**config.mk**
```make
export PLATFORM = sky130hd
export DESIGN_NAME = sb_scoreboard
export DESIGN_NICKNAME = d
export VERILOG_FILES = /design/src/rtl/sb_pkg.sv /design/src/rtl/sb_issue_ctl.sv /design/src/rtl/sb_reg_status.sv /design/src/rtl/sb_fu_entry.sv /design/src/rtl/sb_wb_arb.sv /design/src/rtl/sb_scoreboard.sv
export SDC_FILE = /design/constraint.sdc
export NUM_CORES = 1
export LEC_CHECK = 0
export ABC_CLOCK_PERIOD_IN_PS = 2600
export BUFFER_PORTS_ARGS = -buffer_cell sky130_fd_sc_hd__buf_4
export CAP_MARGIN = 20
export CORE_UTILIZATION = 50
export CTS_CLUSTER_DIAMETER = 40
export DETAILED_ROUTE_END_ITERATION = 8
export PLACE_DENSITY = 0.78
export RECOVER_POWER = 50
export SLEW_MARGIN = 20
export SYNTH_ARGS = -nofsm -noshare
export SYNTH_HDL_FRONTEND = slang
export SYNTH_SLANG_ARGS = --single-unit
```
**constraint.sdc**
```tcl
create_clock -name clk_i -period 2.6 [get_ports clk_i]
set_input_delay 0.39 -clock clk_i [delete_from_list [all_inputs] [get_ports clk_i]]
set_output_delay 0.39 -clock clk_i [all_outputs]
set_load 0.01 [all_outputs]
```
**src/rtl/sb_pkg.sv**
```systemverilog
package sb_pkg;

  typedef enum logic [1:0] {
    CLS_ADD  = 2'd0,
    CLS_MUL  = 2'd1,
    CLS_DIV  = 2'd2,
    CLS_NONE = 2'd3
  } fu_cls_e;

  typedef enum logic [1:0] {
    PH_IDLE = 2'd0,
    PH_WAIT = 2'd1,
    PH_EXEC = 2'd2,
    PH_DONE = 2'd3
  } phase_e;

  function automatic fu_cls_e unit_cls(input int unsigned idx, input int unsigned n_add);
    if (idx < n_add)       return CLS_ADD;
    else if (idx == n_add) return CLS_MUL;
    else                   return CLS_DIV;
  endfunction

endpackage

```
**src/rtl/sb_issue_ctl.sv**
```systemverilog
module sb_issue_ctl #(
  parameter int unsigned NUM_ADD = 2,
  parameter int unsigned NUM_FU  = NUM_ADD + 2,
  parameter int unsigned FU_W    = $clog2(NUM_FU)
) (
  input  logic [1:0]        cls_i,
  input  logic              dst_pend_i,
  input  logic [NUM_FU-1:0] busy_i,
  output logic              ready_o,
  output logic [FU_W-1:0]   fu_o
);

  logic [NUM_FU-1:0] cls_hit;
  logic [NUM_FU-1:0] free;

  for (genvar g = 0; g < NUM_FU; g++) begin : g_cls
    assign cls_hit[g] = (cls_i == 2'(sb_pkg::unit_cls(g, NUM_ADD)));
  end

  assign free = cls_hit & ~busy_i;

  always_comb begin
    fu_o = '0;
    for (int i = NUM_FU - 1; i >= 0; i--) begin
      if (free[i]) fu_o = FU_W'(i);
    end
  end

  assign ready_o = (|free) && !dst_pend_i;

endmodule

```
**src/rtl/sb_reg_status.sv**
```systemverilog
module sb_reg_status #(
  parameter int unsigned NUM_REG = 8,
  parameter int unsigned FU_W    = 2,
  parameter int unsigned REG_W   = $clog2(NUM_REG)
) (
  input  logic                           clk_i,
  input  logic                           rst_ni,
  input  logic                           set_i,
  input  logic [REG_W-1:0]               set_reg_i,
  input  logic [FU_W-1:0]                set_fu_i,
  input  logic                           wb_i,
  input  logic [REG_W-1:0]               wb_reg_i,
  input  logic [FU_W-1:0]                wb_fu_i,
  input  logic [REG_W-1:0]               dst_i,
  input  logic [REG_W-1:0]               src1_i,
  input  logic [REG_W-1:0]               src2_i,
  output logic                           dst_pend_o,
  output logic                           rdy1_o,
  output logic [FU_W-1:0]                q1_o,
  output logic                           rdy2_o,
  output logic [FU_W-1:0]                q2_o,
  output logic [NUM_REG-1:0]             prod_v_o,
  output logic [NUM_REG-1:0][FU_W-1:0]   prod_fu_o
);

  logic [NUM_REG-1:0]           prod_v_q;
  logic [NUM_REG-1:0][FU_W-1:0] prod_fu_q;

  always_ff @(posedge clk_i or negedge rst_ni) begin
    if (!rst_ni) begin
      prod_v_q  <= '0;
      prod_fu_q <= '0;
    end else begin
      for (int r = 0; r < NUM_REG; r++) begin
        if (wb_i && wb_reg_i == REG_W'(r)) prod_v_q[r] <= 1'b0;
        if (set_i && set_reg_i == REG_W'(r)) begin
          prod_v_q[r]  <= 1'b1;
          prod_fu_q[r] <= set_fu_i;
        end
      end
    end
  end

  // a producer finishing on this edge counts as ready
  assign q1_o   = prod_fu_q[src1_i];
  assign q2_o   = prod_fu_q[src2_i];
  assign rdy1_o = !prod_v_q[src1_i] || (wb_i && wb_fu_i == q1_o);
  assign rdy2_o = !prod_v_q[src2_i] || (wb_i && wb_fu_i == q2_o);

  assign dst_pend_o = prod_v_q[dst_i];
  assign prod_v_o   = prod_v_q;
  assign prod_fu_o  = prod_fu_q;

endmodule

```
**src/rtl/sb_fu_entry.sv**
```systemverilog
module sb_fu_entry #(
  parameter int unsigned REG_W = 3,
  parameter int unsigned FU_W  = 2
) (
  input  logic              clk_i,
  input  logic              rst_ni,
  input  logic              issue_i,
  input  logic [REG_W-1:0]  dst_i,
  input  logic [REG_W-1:0]  src1_i,
  input  logic [REG_W-1:0]  src2_i,
  input  logic              rdy1_i,
  input  logic [FU_W-1:0]   q1_i,
  input  logic              rdy2_i,
  input  logic [FU_W-1:0]   q2_i,
  input  logic              wb_i,
  input  logic [FU_W-1:0]   wb_fu_i,
  input  logic              wb_self_i,
  input  logic              done_i,
  output sb_pkg::phase_e    phase_o,
  output logic [REG_W-1:0]  fi_o,
  output logic [REG_W-1:0]  fj_o,
  output logic [REG_W-1:0]  fk_o,
  output logic              rj_o,
  output logic              rk_o,
  output logic              rd_go_o
);

  import sb_pkg::*;

  phase_e           phase_q;
  logic [REG_W-1:0] fi_q, fj_q, fk_q;
  logic [FU_W-1:0]  qj_q, qk_q;
  logic             rj_q, rk_q;

  assign rd_go_o = (phase_q == PH_WAIT) && rj_q && rk_q;

  always_ff @(posedge clk_i or negedge rst_ni) begin
    if (!rst_ni) begin
      phase_q <= PH_IDLE;
      fi_q    <= '0;
      fj_q    <= '0;
      fk_q    <= '0;
      qj_q    <= '0;
      qk_q    <= '0;
      rj_q    <= 1'b0;
      rk_q    <= 1'b0;
    end else begin
      unique case (phase_q)
        PH_IDLE: if (issue_i) begin
          phase_q <= PH_WAIT;
          fi_q    <= dst_i;
          fj_q    <= src1_i;
          fk_q    <= src2_i;
          qj_q    <= q1_i;
          qk_q    <= q2_i;
          rj_q    <= rdy1_i;
          rk_q    <= rdy2_i;
        end
        PH_WAIT: begin
          if (rd_go_o) begin
            phase_q <= PH_EXEC;
            rj_q    <= 1'b0;
            rk_q    <= 1'b0;
          end else begin
            if (wb_i && !rj_q && qj_q == wb_fu_i) rj_q <= 1'b1;
            if (wb_i && !rk_q && qk_q == wb_fu_i) rk_q <= 1'b1;
          end
        end
        PH_EXEC: if (done_i) phase_q <= PH_DONE;
        PH_DONE: if (wb_self_i) phase_q <= PH_IDLE;
        default: phase_q <= PH_IDLE;
      endcase
    end
  end

  assign phase_o = phase_q;
  assign fi_o    = fi_q;
  assign fj_o    = fj_q;
  assign fk_o    = fk_q;
  assign rj_o    = rj_q;
  assign rk_o    = rk_q;

endmodule

```
**src/rtl/sb_wb_arb.sv**
```systemverilog
module sb_wb_arb #(
  parameter int unsigned NUM_FU = 4,
  parameter int unsigned REG_W  = 3,
  parameter int unsigned FU_W   = 2
) (
  input  logic [NUM_FU-1:0]            wait_i,
  input  logic [NUM_FU-1:0]            done_i,
  input  logic [NUM_FU-1:0][REG_W-1:0] fi_i,
  input  logic [NUM_FU-1:0][REG_W-1:0] fj_i,
  input  logic [NUM_FU-1:0][REG_W-1:0] fk_i,
  input  logic [NUM_FU-1:0]            rj_i,
  input  logic [NUM_FU-1:0]            rk_i,
  output logic [NUM_FU-1:0]            grant_o,
  output logic                         valid_o,
  output logic [FU_W-1:0]              fu_o,
  output logic [REG_W-1:0]             reg_o
);

  logic [NUM_FU-1:0] war;
  logic [NUM_FU-1:0] cand;

  // a pending reader of the old value blocks the write
  always_comb begin
    war = '0;
    for (int w = 0; w < NUM_FU; w++) begin
      for (int u = 0; u < NUM_FU; u++) begin
        if (u != w && wait_i[u] &&
            ((rj_i[u] && fj_i[u] == fi_i[w]) || (rk_i[u] && fk_i[u] == fi_i[w])))
          war[w] = 1'b1;
      end
    end
  end

  assign cand = done_i & ~war;

  always_comb begin
    fu_o = '0;
    for (int i = NUM_FU - 1; i >= 0; i--) begin
      if (cand[i]) fu_o = FU_W'(i);
    end
  end

  assign valid_o = |cand;
  assign grant_o = valid_o ? (NUM_FU'(1) << fu_o) : '0;
  assign reg_o   = fi_i[fu_o];

endmodule

```
**src/rtl/sb_scoreboard.sv**
```systemverilog
module sb_scoreboard #(
  parameter int unsigned NUM_ADD = 2,
  parameter int unsigned NUM_REG = 8,
  localparam int unsigned NUM_FU = NUM_ADD + 2,
  localparam int unsigned FU_W   = $clog2(NUM_FU),
  localparam int unsigned REG_W  = $clog2(NUM_REG)
) (
  input  logic                      clk_i,
  input  logic                      rst_ni,
  input  logic                      in_valid_i,
  input  logic [1:0]                in_cls_i,
  input  logic [REG_W-1:0]          in_dst_i,
  input  logic [REG_W-1:0]          in_src1_i,
  input  logic [REG_W-1:0]          in_src2_i,
  output logic                      in_ready_o,
  output logic [FU_W-1:0]           issue_fu_o,
  output logic [NUM_FU-1:0]         rd_go_o,
  output logic [NUM_FU*REG_W-1:0]   rd_addr1_o,
  output logic [NUM_FU*REG_W-1:0]   rd_addr2_o,
  input  logic [NUM_FU-1:0]         fu_done_i,
  output logic                      rf_we_o,
  output logic [REG_W-1:0]          rf_waddr_o,
  output logic [FU_W-1:0]           wb_fu_o
);

  import sb_pkg::*;

  logic                          accept;
  logic                          dst_pend;
  logic                          rdy1, rdy2;
  logic [FU_W-1:0]               q1, q2;
  logic [NUM_REG-1:0]            prod_v;
  logic [NUM_REG-1:0][FU_W-1:0]  prod_fu;

  logic [NUM_FU-1:0]             busy_v, wait_v, exec_v, done_v;
  logic [NUM_FU-1:0][REG_W-1:0]  fi, fj, fk;
  logic [NUM_FU-1:0]             rj_v, rk_v;
  logic [NUM_FU-1:0]             wb_grant;
  logic                          wb_valid;
  logic [REG_W-1:0]              wb_reg;

  assign accept = in_valid_i && in_ready_o;

  sb_issue_ctl #(.NUM_ADD(NUM_ADD), .NUM_FU(NUM_FU), .FU_W(FU_W)) i_issue (
    .cls_i      (in_cls_i),
    .dst_pend_i (dst_pend),
    .busy_i     (busy_v),
    .ready_o    (in_ready_o),
    .fu_o       (issue_fu_o)
  );

  sb_reg_status #(.NUM_REG(NUM_REG), .FU_W(FU_W), .REG_W(REG_W)) i_regs (
    .clk_i      (clk_i),
    .rst_ni     (rst_ni),
    .set_i      (accept),
    .set_reg_i  (in_dst_i),
    .set_fu_i   (issue_fu_o),
    .wb_i       (wb_valid),
    .wb_reg_i   (wb_reg),
    .wb_fu_i    (wb_fu_o),
    .dst_i      (in_dst_i),
    .src1_i     (in_src1_i),
    .src2_i     (in_src2_i),
    .dst_pend_o (dst_pend),
    .rdy1_o     (rdy1),
    .q1_o       (q1),
    .rdy2_o     (rdy2),
    .q2_o       (q2),
    .prod_v_o   (prod_v),
    .prod_fu_o  (prod_fu)
  );

  for (genvar g = 0; g < NUM_FU; g++) begin : g_fu
    phase_e ph;

    sb_fu_entry #(.REG_W(REG_W), .FU_W(FU_W)) i_entry (
      .clk_i     (clk_i),
      .rst_ni    (rst_ni),
      .issue_i   (accept && issue_fu_o == FU_W'(g)),
      .dst_i     (in_dst_i),
      .src1_i    (in_src1_i),
      .src2_i    (in_src2_i),
      .rdy1_i    (rdy1),
      .q1_i      (q1),
      .rdy2_i    (rdy2),
      .q2_i      (q2),
      .wb_i      (wb_valid),
      .wb_fu_i   (wb_fu_o),
      .wb_self_i (wb_grant[g]),
      .done_i    (fu_done_i[g]),
      .phase_o   (ph),
      .fi_o      (fi[g]),
      .fj_o      (fj[g]),
      .fk_o      (fk[g]),
      .rj_o      (rj_v[g]),
      .rk_o      (rk_v[g]),
      .rd_go_o   (rd_go_o[g])
    );

    assign busy_v[g] = (ph != PH_IDLE);
    assign wait_v[g] = (ph == PH_WAIT);
    assign exec_v[g] = (ph == PH_EXEC);
    assign done_v[g] = (ph == PH_DONE);
    assign rd_addr1_o[g*REG_W +: REG_W] = fj[g];
    assign rd_addr2_o[g*REG_W +: REG_W] = fk[g];
  end

  sb_wb_arb #(.NUM_FU(NUM_FU), .REG_W(REG_W), .FU_W(FU_W)) i_wb (
    .wait_i  (wait_v),
    .done_i  (done_v),
    .fi_i    (fi),
    .fj_i    (fj),
    .fk_i    (fk),
    .rj_i    (rj_v),
    .rk_i    (rk_v),
    .grant_o (wb_grant),
    .valid_o (wb_valid),
    .fu_o    (wb_fu_o),
    .reg_o   (wb_reg)
  );

  assign rf_we_o    = wb_valid;
  assign rf_waddr_o = wb_reg;

endmodule

```
==> results.txt, run 1 <==
The number of CTS-inserted buffers came out at 9. The antenna violation net count after detailed routing came out at 0. The average via count per standard cell came out at approximately 6.4.

The global routing usage summed across all routing layers came out at between 30 and 40%. In this run the worst path has a maximum fanout of 8. Counting every net in the synthesized netlist gives 644. The warning count from the yosys run is 0.

The initial antenna violation count is 0. The post-detailed-route DRC marker count is 0. The run finished, with violations left.

The endpoint kind of the worst setup timing path is an output port. The H-tree depth came out at 3. The global route total overflow is 0. The depth of the most critical reg-to-reg path is 11.

In this run the worst setup path begins at g_fu[0].i_entry.fi_o[0]. IR analysis of the VDD net gives a maximum drop of 0.835 mV. The final number of max-transition violations is 0. The later-pin clock latency in the skew report came out at 0.36 ns.

In this run the static leakage power is 3.80 nW. The async set-or-reset flop fraction in the synthesized netlist is 100%. Across the run, the number of max-cap violations was 0. The area inside the core boundary came out at about 12,000 um2. The die is 114 um tall.

Counting I/O delays and the setup requirement, the final critical path takes 3.05 ns. The achievable clock frequency is 328 MHz. The post-route standard cell area excluding fillers is 8730 um2.

Dividing the detail-routed wire length by the instance count gives 22.9 um. From left edge to right edge, the die measures 114 um. The final setup skew is 0.0108 ns. The post-synthesis share of cell area spent on xor and xnor gates came out at 10.3%. Each instance of the synthesized netlist takes up on average 10.3 um2. The synthesized cell area is 6290 um2. Following the worst setup path forward leads to its endpoint at rf_waddr_o[1]. The first-pass GRT wire length is between 30,000 and 40,000 um. The via count of the first global-routing pass came to 6,319. The critical path is of the reg -> out type. The number of sinks driven by the clock tree is 92. The final total power is 0.0128 W. The adder-cell share of the synthesized area came out at ~3.2%. The synthesized netlist devotes approximately an eighth of its cell area to compound gates. STA puts the critical path data arrival time at 2.66 ns. The tightest hold path in the finished design has a slack of 0.239 ns.

The flop-to-flop setup slack is -0.24 ns. The worst register-to-register path begins at g_fu[2].i_entry.fi_o[1]. The number of distinct library cells after synthesis is 72. The total number of vias came out at 6,203. The starting density of the core came out at 51.7%.

The final routed wirelength across all metal layers came out at approximately 22,000 um. The final antenna diode count is 0. The critical path's largest stage delay is 0.50 ns. In this run the critical register-to-register path is captured at g_fu[0].i_entry.rj_o. The final reports fail on setup timing. The maximum clock path buffer count is 2.

The floorplan has 40 rows. Synthesis inferred 92 register bits. The multiplexer share of the synthesized area is 15.8%. The proportion of layout cells with a drive suffix above 1 is 50.4%.

At the pin with the least slew margin, the transition time is 1.36 ns. Setup violations remaining at the end of the flow were counted as 24. The required arrival time at the worst endpoint is 2.21 ns.

The final number of hold-violating endpoints came out at 0. The number of search-and-repair iterations in the first detailed-routing pass is 7. The critical path goes through xnor2_1, nand4_1, a21oi_1, or4b_4, o31ai_2, buf_4, a221oi_4, inv_2, buf_6.

The placed instance area came out at 7700 um2. From synthesis to final layout, the design area changed by 38.8%. The final net count is 838. Summed over all nets, the half-perimeter wirelength after detailed placement is 14,600 um. The tree is rooted in a sky130_fd_sc_hd__clkbuf_16. The number of standard cells after synthesis is between 600 and 700. The type of element launching the critical path is a flip-flop. The minimum setup slack in the final design is -0.449 ns. The die footprint came out at 13,000 um2.

Setup repair after global routing could not meet its margin everywhere. The main flop type after synthesis is sky130_fd_sc_hd__dfrtp_1. The min-delay analysis places its worst path in the category in -> async. The final period utilization came out at 117%. The count of buffers inserted at the top-level ports is 54. Among all stages on the critical path, the largest delay is contributed by sky130_fd_sc_hd__dfrtp_2. The count of flip-flops with a built-in enable after synthesis is 0. OpenSTA, run right after detailed placement, puts the worst setup slack at -0.306 ns. By area, the combinational part of the netlist is dominated by multiplexers. In this run the count of I/O pins placed on the die edge is 55. The worst relative slew slack is a little under a tenth.

The final estimated routing congestion in global placement came out at 0.931. The CTS tree is done. The detailed router finished its first iteration with 804 violations. The pin count of the biggest net entering global routing is 53.

The synthesized-area fraction occupied by and/or/nand/nor cells came out at approximately 15%. In this run the power density over the cells is 1470 nW/um2. Clock-pin slew was measured on the worst setup and hold paths at ~0.070 ns. The sequential fraction of the synthesis area came out at 36.6%.
## final cells by class
cell class	count	area, um2
clock buffers	10	239
fillers	790	3430
flip-flops and latches	92	2320
repair buffers	227	1780
multi-input cells	448	4050
inverters	26	101
well taps	168	210
clock inverters	5	38.8
## synthesized netlist by cell type, types with 3 or more instances
library cell	count	area [um2]
sky130_fd_sc_hd__a211o_1	3	26.3
sky130_fd_sc_hd__a211oi_1	3	22.5
sky130_fd_sc_hd__a21boi_0	3	22.5
sky130_fd_sc_hd__a21boi_1	5	37.5
sky130_fd_sc_hd__a21o_1	3	22.5
sky130_fd_sc_hd__a21oi_1	30	150
sky130_fd_sc_hd__and3_1	3	18.8
sky130_fd_sc_hd__buf_2	9	45.0
sky130_fd_sc_hd__buf_4	14	105
sky130_fd_sc_hd__buf_6	5	56.3
sky130_fd_sc_hd__clkbuf_1	15	56.3
sky130_fd_sc_hd__dfrtp_1	92	2300
sky130_fd_sc_hd__ha_1	16	200
sky130_fd_sc_hd__inv_1	25	93.8
sky130_fd_sc_hd__mux2_2	51	574
sky130_fd_sc_hd__mux2i_1	7	70.1
sky130_fd_sc_hd__mux4_2	14	315
sky130_fd_sc_hd__nand2_1	36	135
sky130_fd_sc_hd__nand2b_1	4	25.0
sky130_fd_sc_hd__nand3_1	11	55.1
sky130_fd_sc_hd__nand4_1	30	188
sky130_fd_sc_hd__nor2_1	40	150
sky130_fd_sc_hd__nor2b_1	8	50.1
sky130_fd_sc_hd__nor3_1	7	35.0
sky130_fd_sc_hd__nor4_1	5	31.3
sky130_fd_sc_hd__o21a_1	6	45.0
sky130_fd_sc_hd__o21ai_0	24	120
sky130_fd_sc_hd__o311a_1	4	40.0
sky130_fd_sc_hd__o31ai_1	3	22.5
sky130_fd_sc_hd__or2_2	3	18.8
sky130_fd_sc_hd__or4_1	3	22.5
sky130_fd_sc_hd__or4b_1	3	30.0
sky130_fd_sc_hd__xnor2_1	74	648
## state kept, by name, summed over array words and instances, names as in the netlist
signal / flops
i_regs.prod_v_o: 8
g_fu.i_entry.rk_o: 4
g_fu.i_entry.fj_o: 12
g_fu.i_entry.rj_o: 4
g_fu.i_entry.fi_o: 12
g_fu.i_entry.fk_o: 12
g_fu.i_entry.qj_q: 8
g_fu.i_entry.phase_o: 8
g_fu.i_entry.qk_q: 8
i_regs.prod_fu_o: 16
## kinds of logic after synthesis
family,count (synthesis)
compound gates,112
xor+xnor,74
fa+ha+maj,16
buf+inv,70
flops,92
mux,74
simple gates,172
## stage by stage
step	utilization, %	std cells	setup TNS [ns]
2_1_floorplan	-	610	-0.113
3_3_place_gp	63.3	927	-2.38
3_5_place_dp	63.3	927	-3.92
4_1_cts	69.3	960	-2.09
5_1_grt	71.8	976	-7.53
6_report	71.8	976	-4.46
## per-layer routing
layer | vias up | GRT usage, % | share of wire, % | wire length, um
li1 | 2610 | - | - | -
met5 | - | 0 | 0 | 0
met1 | 2970 | 40.9 | 36 | 7980
met3 | 141 | 7.99 | 9.9 | 2210
met4 | 0 | 21.6 | 6.5 | 1450
met2 | 482 | 56.1 | 48 | 10700
## layout by cell type (no fill, tap or decap), types with 21 or more instances in the layout
cell	count
sky130_fd_sc_hd__nand2_1	34
sky130_fd_sc_hd__o21ai_0	23
sky130_fd_sc_hd__a21oi_1	21
sky130_fd_sc_hd__buf_4	196
sky130_fd_sc_hd__mux2_2	51
sky130_fd_sc_hd__nor2_1	37
sky130_fd_sc_hd__dfrtp_1	80
sky130_fd_sc_hd__nand4_1	30
sky130_fd_sc_hd__xnor2_1	64
sky130_fd_sc_hd__buf_6	23
## power breakdown
part           switching (W)  total (W)  internal (W)
registers            0.00107    0.00313       0.00206
logic                0.00392    0.00841       0.00449
clock network       0.000595    0.00127      0.000672
total                0.00558     0.0128       0.00722
## worst max-delay path, delay by kind of cell, from the launching register on
| kind | cells | cell delay, ns |
|---|---|---|
| AO/OA/AOI/OAI | 3 | 0.68 |
| AND/OR/NAND/NOR | 2 | 0.40 |
| flip-flops | 1 | 0.50 |
| buffers and inverters | 3 | 0.37 |
| XOR/XNOR | 1 | 0.35 |
## worst min path at each step
stage                               to
2_1_floorplan  g_fu[0].i_entry.fi_o[0]
3_3_place_gp   g_fu[3].i_entry.fj_o[2]
3_5_place_dp   g_fu[2].i_entry.fj_o[0]
4_1_cts        g_fu[3].i_entry.fj_o[2]
5_1_grt        g_fu[3].i_entry.fj_o[2]
6_report       g_fu[3].i_entry.fj_o[2]
## what timing repair did
action                     CTS  global route
buffers inserted            20            18
gates resized for setup     81            46
pin swaps                   24            26
hold buffers                 0             0
setup endpoints to repair   28            50
Note: power is estimated with default switching activity, not from simulation.
==> inputs of run 2 (changes only) <==
--- a/config.mk
+++ b/config.mk
@@ -5,13 +5,13 @@
 export SDC_FILE = /design/constraint.sdc
 export NUM_CORES = 1
 export LEC_CHECK = 0
-export ABC_CLOCK_PERIOD_IN_PS = 2600
+export ABC_CLOCK_PERIOD_IN_PS = 3920
 export BUFFER_PORTS_ARGS = -buffer_cell sky130_fd_sc_hd__buf_4
 export CAP_MARGIN = 20
 export CORE_UTILIZATION = 50
 export CTS_CLUSTER_DIAMETER = 40
 export DETAILED_ROUTE_END_ITERATION = 8
-export PLACE_DENSITY = 0.78
+export PLACE_DENSITY = 0.76
 export RECOVER_POWER = 50
 export SLEW_MARGIN = 20
 export SYNTH_ARGS = -nofsm -noshare
==> constraint.sdc (replaced) <==
create_clock -name clk_i -period 3.92 [get_ports clk_i]
set_input_delay 0.588 -clock clk_i [delete_from_list [all_inputs] [get_ports clk_i]]
set_output_delay 0.588 -clock clk_i [all_outputs]
set_load 0.01 [all_outputs]
==> run 2 against run 1 <==
  * The flow finishes with violations (capacitance limit, slew limit)
  * Worst hold slack lost 0.14 ns
  * Die area is the same
  * Sequential share of layout area grew 6.6 points
  * Highest routed layer unchanged
  * Global-route usage shrank 6.6 points
  * Clock power shrank 31%
  * Cell count shrank 17%
  * Via count shrank 18%
  * Power shrank 50%
  * Wire length shrank 24%
  * Sequential power shrank 34%
  * Clock skew shrank 0.0041 ns
  * Critical path depth is the same
  * Critical endpoint is now rf_waddr_o[0]
==> results.txt, run 2 (same netlist as run 1, synthesis figures left out) <==
The run finished, with violations left. The checks that failed: capacitance limit, slew limit. The worst relative slew slack is -70.1% (-79 points).

The achievable clock frequency is between 200 and 300 MHz. The final antenna diode count was 0 (unchanged). The final worst hold slack was 0.101 ns (-0.138 ns). The site row count came out at 40 (unchanged). The detailed-routing wirelength on met1 came to 6900 um (-14%). The amount of wire on met2 after detailed routing is 8360 um (-22%). The count of hold buffers inserted by post-cts repair was 0 (unchanged).

The clock input transition at the sequential cells of the worst setup and hold paths came out at 0.06 ns (about the same). Setup repair after global routing left no endpoint under its margin. The number of cells after detailed placement is 799 (-14%). The post-detailed-route DRC marker count is 0 (unchanged).

The maximum ir drop on the vdd rail came out at 0.465 mV (-44%). The count of buffers inserted at the top-level ports is 54 (unchanged). The proportion of layout cells with a drive suffix above 1 is 22.3% (-28 points). The final estimated routing congestion in global placement is 0.885 (-5.0%). The average via count per standard cell is 6.25 (-1.7%). The area of the multi-input gates was 3640 um2 (-10%). The library cell used most frequently in the layout, excluding fill and tap cells, is sky130_fd_sc_hd__dfrtp_1. The required arrival time at the worst endpoint is 3.33 ns (+1.12 ns).

The final number of hold-violating endpoints was 0 (unchanged). The highest layer touched by signal routing is met4. The pin count of the biggest net entering global routing is 48 (-9.4%). The worst setup path is launched from a flip-flop. The combined flip-flop and latch cell area is 2300 um2 (-0.65%).

The maximum clock path buffer count came out at 2 (unchanged). The number of flip-flops under the largest register name came out at 16 (unchanged). The total number of vias is 5,086 (-18%). The first-pass GRT wire length was 27,100 um (-19%).

The final total negative setup slack came out at 0 ns (+4.46 ns). The estimated wirelength of the detail-placed design came to 12,600 um (-14%). The starting DRC count in detailed routing came out at 441 (-45%). The final setup skew came out at 0.00676 ns (-0.00405 ns). The maximum fanout along the worst path was 12 (+4). The critical path is of the reg -> out type. The number of search-and-repair iterations in the first detailed-routing pass came out at 5 (-2). The pin slew with the least headroom to its limit is 2.55 ns (+1.19 ns). The number of CTS-inserted buffers came out at 9 (unchanged). The final core area utilization came to 57.2% (-15 points). The final number of max-transition violations is 89 (+89).

The CTS tree is done. The number of sinks driven by the clock tree came out at 92 (unchanged). The number of gates resized after cts is 0 (-100%). The later-pin clock latency in the skew report is 0.36 ns (about the same). The height of the die is 114 um (unchanged).

CTS placed an instance of sky130_fd_sc_hd__clkbuf_16 at the clock tree root. The global routing usage summed across all routing layers came out at 27.7% (-6.6 points). The H-tree depth came out at 3 (unchanged). The area growth from synthesis to layout is 10.5%.

The minimum clock period is 3.67 ns. The I/O pin count is 55 (unchanged). STA classifies the critical path endpoint as an output port. The area inside the core boundary is 12,200 um2 (unchanged). The count of final setup violators is 0 (-100%). The filler cell count came out at 1,087 (+38%). The die boundary width came out at 114 um (unchanged). The routed wire length per instance is 21.0 um (-8.3%). The number of max-capacitance violations reported is 2 (+2). The count of non-filler cells in the finished layout came out at 814 (-17%). The power per cell area is 916 nW/um2 (-37%). The final period utilization is 93.7%.

The final routed wirelength across all metal layers is 17,100 um (-24%). The starting density of the core was 51.7% (unchanged). The via count of the first global-routing pass came out at 5,141 (-19%). The initial antenna violation count is 0 (unchanged). The amount of wire on met3 after detailed routing was 1120 um (-50%). The leakage dissipation came out at 2.86 nW (-25%). The worst min-delay path category is in -> async. The global route total overflow came to 0 (unchanged).

The library cells used most frequently in the layout, excluding fill and tap cells, are sky130_fd_sc_hd__dfrtp_1, sky130_fd_sc_hd__xnor2_1, sky130_fd_sc_hd__mux2_2. The antenna violation net count after detailed routing came out at 0 (unchanged). The die footprint is 13,000 um2 (unchanged). The buffer count from post-CTS setup fixing was 0 (-100%). The critical path data arrival time came to 3.09 ns (+0.43 ns). The final net count came to 676 (-19%).
==> run 2: changes by cell type in the layout (fill, tap and decap cells not counted), moves of 7 or more <==
| cell | previous run | this run |
|---|---|---|
| sky130_fd_sc_hd__xnor2_1 | 64 | 74 |
| sky130_fd_sc_hd__xnor2_2 | 10 | 0 |
| sky130_fd_sc_hd__inv_2 | 8 | 1 |
| sky130_fd_sc_hd__a21oi_1 | 21 | 30 |
| sky130_fd_sc_hd__inv_1 | 17 | 25 |
| sky130_fd_sc_hd__clkbuf_1 | 3 | 23 |
| sky130_fd_sc_hd__a21oi_2 | 8 | 1 |
| sky130_fd_sc_hd__dfrtp_2 | 12 | 0 |
| sky130_fd_sc_hd__buf_6 | 23 | 0 |
| sky130_fd_sc_hd__buf_4 | 196 | 44 |
| sky130_fd_sc_hd__dfrtp_1 | 80 | 92 |
| sky130_fd_sc_hd__nand3_1 | 4 | 11 |
==> run 2: through the flow <==
step                setup slack (ns)  area [um2]  total power [W]
floorplan                       1.17        6290          0.00447
global placement               0.686        6730          0.00531
detailed placement             0.557        6730          0.00550
CTS                            0.167        7030          0.00640
global route                  0.0219        6950          0.00675
finish                         0.246        6950          0.00637
==> run 2: final cells by class <==
cell class	instances	share of cell area, %
clock buffer	12	3.55
tap	168	3.02
clock inverter	3	0.684
multi-input combinational	448	52.3
timing repair buffer	65	5.88
sequential	92	33.1
inverter	26	1.40
==> run 2: path summary, 6_finish.rpt <==
| path | depth (start not counted) | from | end | slack, ns |
|---|---|---|---|---|
| hold reg to reg | 2 | g_fu[1].i_entry.qk_q[0] | g_fu[1].i_entry.qk_q[0] | 0.52 |
| max in group asynchronous | 2 | rst_ni | i_regs.prod_v_o[5] | 1.09 |
| setup / recovery | 9 | g_fu[2].i_entry.phase_o[1] | rf_waddr_o[0] | 0.25 |
| setup reg to reg | 10 | g_fu[3].i_entry.phase_o[0] | g_fu[0].i_entry.phase_o[1] | 0.57 |
| min in group clk_i | 2 | g_fu[1].i_entry.qk_q[0] | g_fu[1].i_entry.qk_q[0] | 0.52 |
| hold / removal | 1 | rst_ni | g_fu[3].i_entry.fj_o[0] | 0.10 |
==> run 2: worst max-delay path, stage by stage (launching register included) <==
cell,delay [ns]
sky130_fd_sc_hd__dfrtp_1,0.38
sky130_fd_sc_hd__inv_1,0.08
sky130_fd_sc_hd__ha_1,0.27
sky130_fd_sc_hd__inv_1,0.21
sky130_fd_sc_hd__a21oi_2,0.08
sky130_fd_sc_hd__or4_1,0.71
sky130_fd_sc_hd__and4_1,0.31
sky130_fd_sc_hd__a221oi_4,0.36
sky130_fd_sc_hd__inv_1,0.15
sky130_fd_sc_hd__buf_4,0.17
==> run 2: metal layers <==
metal / global-route usage, % / vias up
li1: - / 2266
met2: 45.7 / 233
met1: 34.0 / 2522
met3: 6.09 / 65
met4: 14.5 / 0
met5: 0 / -
==> run 2: power breakdown <==
| group | leakage (nW) | internal, W | switching (W) |
|---|---|---|---|
| sequential | 1.18 | 0.00135 | 0.000707 |
| clock | 0.143 | 0.000511 | 0.000371 |
| combinational | 1.53 | 0.00167 | 0.00177 |
| total | 2.86 | 0.00353 | 0.00284 |
==> inputs of run 3 (changes only) <==
--- a/config.mk
+++ b/config.mk
@@ -9,6 +9,7 @@
 export BUFFER_PORTS_ARGS = -buffer_cell sky130_fd_sc_hd__buf_4
 export CAP_MARGIN = 20
 export CORE_UTILIZATION = 50
+export CTS_BUF_LIST = sky130_fd_sc_hd__clkbuf_8 sky130_fd_sc_hd__clkbuf_16
 export CTS_CLUSTER_DIAMETER = 40
 export DETAILED_ROUTE_END_ITERATION = 8
 export PLACE_DENSITY = 0.76
==> run 3 against run 2 <==
  * The run still ends with capacitance limit, slew limit left
  * Fmax is 0.26% lower
  * Wire length is 0.37% lower
  * Core utilization stayed put
  * Combinational power hardly changed
  * Register-to-register slack hardly changed
  * Cell area stayed put
  * Die area stayed put
  * Non-clock buffer count stayed put
  * Critical endpoint unchanged
  * Highest routed layer unchanged
==> results.txt, run 3 (same netlist as run 1, synthesis figures left out) <==
The worst setup path is of the reg -> out kind. In this run the critical register-to-register path is launched from g_fu[3].i_entry.phase_o[1]. The critical path's largest stage delay came to 0.72 ns (about the same). The minimum setup slack in the final design is 0.236 ns (-0.00962 ns). The estimated wirelength of the detail-placed design is 12,600 um (unchanged). The worst setup path is captured at an output port. The die boundary width is 114 um (unchanged). The H-tree depth came out at 3 (unchanged).

The number of sinks driven by the clock tree is 92 (unchanged). The global route total overflow came out at 0 (unchanged). The maximum ir drop on the vdd rail came out at 0.463 mV (-0.34%).

The post-detailed-route DRC marker count came out at 0 (unchanged). The clock input transition at the sequential cells of the worst setup and hold paths is 0.06 ns (about the same). The final period utilization was 94.0% (+0.25 points).

The flop-to-flop setup slack is 0.57 ns (about the same). The height of the die is 114 um (unchanged). The depth of the most critical reg-to-reg path came out at 10 (unchanged).

The number of search-and-repair iterations in the first detailed-routing pass came out at 5 (unchanged). The routed wire length per instance came out at 20.9 um (-0.37%). The required arrival time at the worst endpoint is 3.33 ns (about the same). Leaving out fill and tap cells, the most frequent cell in the layout is sky130_fd_sc_hd__dfrtp_1. The final antenna diode count was 0 (unchanged). The site row count came to 40 (unchanged). The first-pass GRT wire length is 27,100 um (unchanged). The part of the total power dissipated in combinational logic came to 53.9% (about the same). The maximum fanout along the worst path is 12 (unchanged). The I/O pin count came out at 55 (unchanged). The post-synthesis to final-layout area growth came to 10.5% (unchanged). The final routed wirelength across all metal layers was 17,000 um (-0.37%). The total number of vias came out at 5,060 (-0.51%).

The post-route standard cell area excluding fillers is 6950 um2 (unchanged). The leakage dissipation was 2.86 nW (+0.29%). The critical path data arrival time is 3.10 ns (about the same).

The CTS tree is done. The tree is rooted in a sky130_fd_sc_hd__clkbuf_16. The number of flip-flops under the largest register name is 16 (unchanged).

The later-pin clock latency in the skew report came out at 0.36 ns (about the same). The proportion of layout cells with a drive suffix above 1 is 22.3% (unchanged). Setup repair after global routing left no endpoint under its margin.

The placed instance area is 6730 um2 (unchanged). The part of the power in the clock network came to 13.8% (about the same). The global routing usage summed across all routing layers is 27.7% (unchanged). Leaving out fill and tap cells, the most frequent cells in the layout are sky130_fd_sc_hd__dfrtp_1, sky130_fd_sc_hd__xnor2_1, sky130_fd_sc_hd__mux2_2. The worst relative slew slack is -70.0% (+0.094 points). The power per cell area came out at 915 nW/um2 (-0.14%).

The pin count of the biggest net entering global routing was 48 (unchanged). The worst-case setup slack after placement came out at 0.557 ns (unchanged). The count of buffers inserted at the top-level ports is 54 (unchanged). Walking the worst path, the cells encountered are inv_1, ha_1, inv_1, a21oi_2, or4_1, and4_1, a221oi_4, inv_1, buf_4.

The final total negative setup slack came out at 0 ns (unchanged). The achievable clock frequency came to 271 MHz (-0.26%). The minimum clock period came out at 3.68 ns (+0.00962 ns). The count of hold buffers inserted by post-cts repair is 0 (unchanged).

The most numerous cell type found on the critical path is sky130_fd_sc_hd__inv_1. The area inside the core boundary is 12,200 um2 (unchanged). The final setup skew is 0.00631 ns (-0.000445 ns). The slowest stage of the critical path belongs to the cell sky130_fd_sc_hd__or4_1. The maximum clock path buffer count is 2 (unchanged). The relative contribution of sequential cells to total power is 32.3% (about the same). The number of max-capacitance violations reported came out at 2 (unchanged). The starting DRC count in detailed routing came out at 441 (unchanged). The via count of the first global-routing pass was 5,141 (unchanged). The buffer count from post-CTS setup fixing is 0 (unchanged).

In this run the worst hold path is classified as in -> async. The final estimated routing congestion in global placement is 0.885 (unchanged). The worst register-to-register path ends at g_fu[0].i_entry.phase_o[1]. The power spent charging and discharging nets came to 0.00284 W (-0.14%). The pin slew with the least headroom to its limit came to 2.55 ns (-0.00141 ns). The design internal power came to 0.00352 W (-0.13%). The run finished, with violations left. The die footprint came to 13,000 um2 (unchanged). STA classifies the critical path startpoint as a flip-flop.

The count of final setup violators came out at 0 (unchanged). The net switching fraction of the power came out at 44.6% (about the same). The average via count per standard cell was 6.22 (-0.51%). The final number of hold-violating endpoints is 0 (unchanged).

The initial antenna violation count came out at 0 (unchanged). The final number of max-transition violations is 89 (unchanged). The starting density of the core was 51.7% (unchanged). The antenna violation net count after detailed routing is 0 (unchanged). The checks that failed: capacitance limit, slew limit. The number of CTS-inserted buffers is 9 (unchanged).

The final net count is 676 (unchanged).
-- run 3: how the worst max path moves through the flow --
stage	startpoint	end	slack, ns	depth (start not counted)
floorplan	g_fu[1].i_entry.phase_o[1]	rf_waddr_o[0]	1.17	8
global placement	g_fu[0].i_entry.fi_o[0]	rf_waddr_o[0]	0.69	8
detailed placement	g_fu[0].i_entry.fi_o[1]	rf_waddr_o[0]	0.56	8
CTS	g_fu[0].i_entry.fi_o[1]	rf_waddr_o[0]	0.17	8
global route	g_fu[2].i_entry.phase_o[1]	rf_waddr_o[0]	0.02	9
finish	g_fu[2].i_entry.phase_o[1]	rf_waddr_o[0]	0.24	9
-- run 3: stage by stage --
stage | cells | hold slack [ns] | utilization (%) | total power [W]
3_5_place_dp | 799 | 0.402 | 55.4 | 0.00550
4_1_cts | 814 | 0.0230 | 57.8 | 0.00640
6_report | 814 | 0.101 | 57.2 | 0.00636
5_1_grt | 814 | 0.124 | 57.2 | 0.00674
2_1_floorplan | 610 | 0.292 | - | 0.00447
3_3_place_gp | 799 | 0.401 | 55.3 | 0.00531
-- run 3: layer usage --
| layer | wire, um | track usage [%] | share of wire [%] | vias to the layer above |
|---|---|---|---|---|
| li1 | - | - | - | 2264 |
| met1 | 6870 | 34.0 | 40 | 2495 |
| met2 | 8310 | 45.7 | 49 | 242 |
| met3 | 1130 | 6.09 | 6.6 | 59 |
| met4 | 719 | 14.5 | 4.2 | 0 |
| met5 | 0 | 0 | 0 | - |
-- run 3: worst max-delay path: cells and delay by family (launching register included) --
| kind | cells | cell delay, ns |
|---|---|---|
| compound gates | 2 | 0.45 |
| fa+ha+maj | 1 | 0.27 |
| buf+inv | 4 | 0.61 |
| flops | 1 | 0.38 |
| simple gates | 2 | 1.03 |
-- run 3: power groups by stage --
stage	clock network [W]	registers, W	logic, W
after floorplan	0	0.00176	0.00271
after global placement	0	0.00201	0.00330
after detailed placement	0	0.00206	0.00344
after CTS	0.000890	0.00204	0.00346
after global routing	0.000926	0.00211	0.00370
final	0.000877	0.00206	0.00343
-- run 3: area by class of cell --
| class | instances | area [um2] |
|---|---|---|
| multi-input cells | 448 | 3640 |
| inverters | 26 | 97.6 |
| clock inverters | 5 | 55.1 |
| flip-flops and latches | 92 | 2300 |
| well taps | 168 | 210 |
| repair buffers | 65 | 409 |
| clock buffers | 10 | 239 |
| fillers | 1087 | 5210 |
-- run 3: repair_timing --
item                                    4_1_cts  5_1_grt
endpoints found under the setup margin        0        1
endpoints found under the hold margin         0        0
gates resized for setup                       0        1
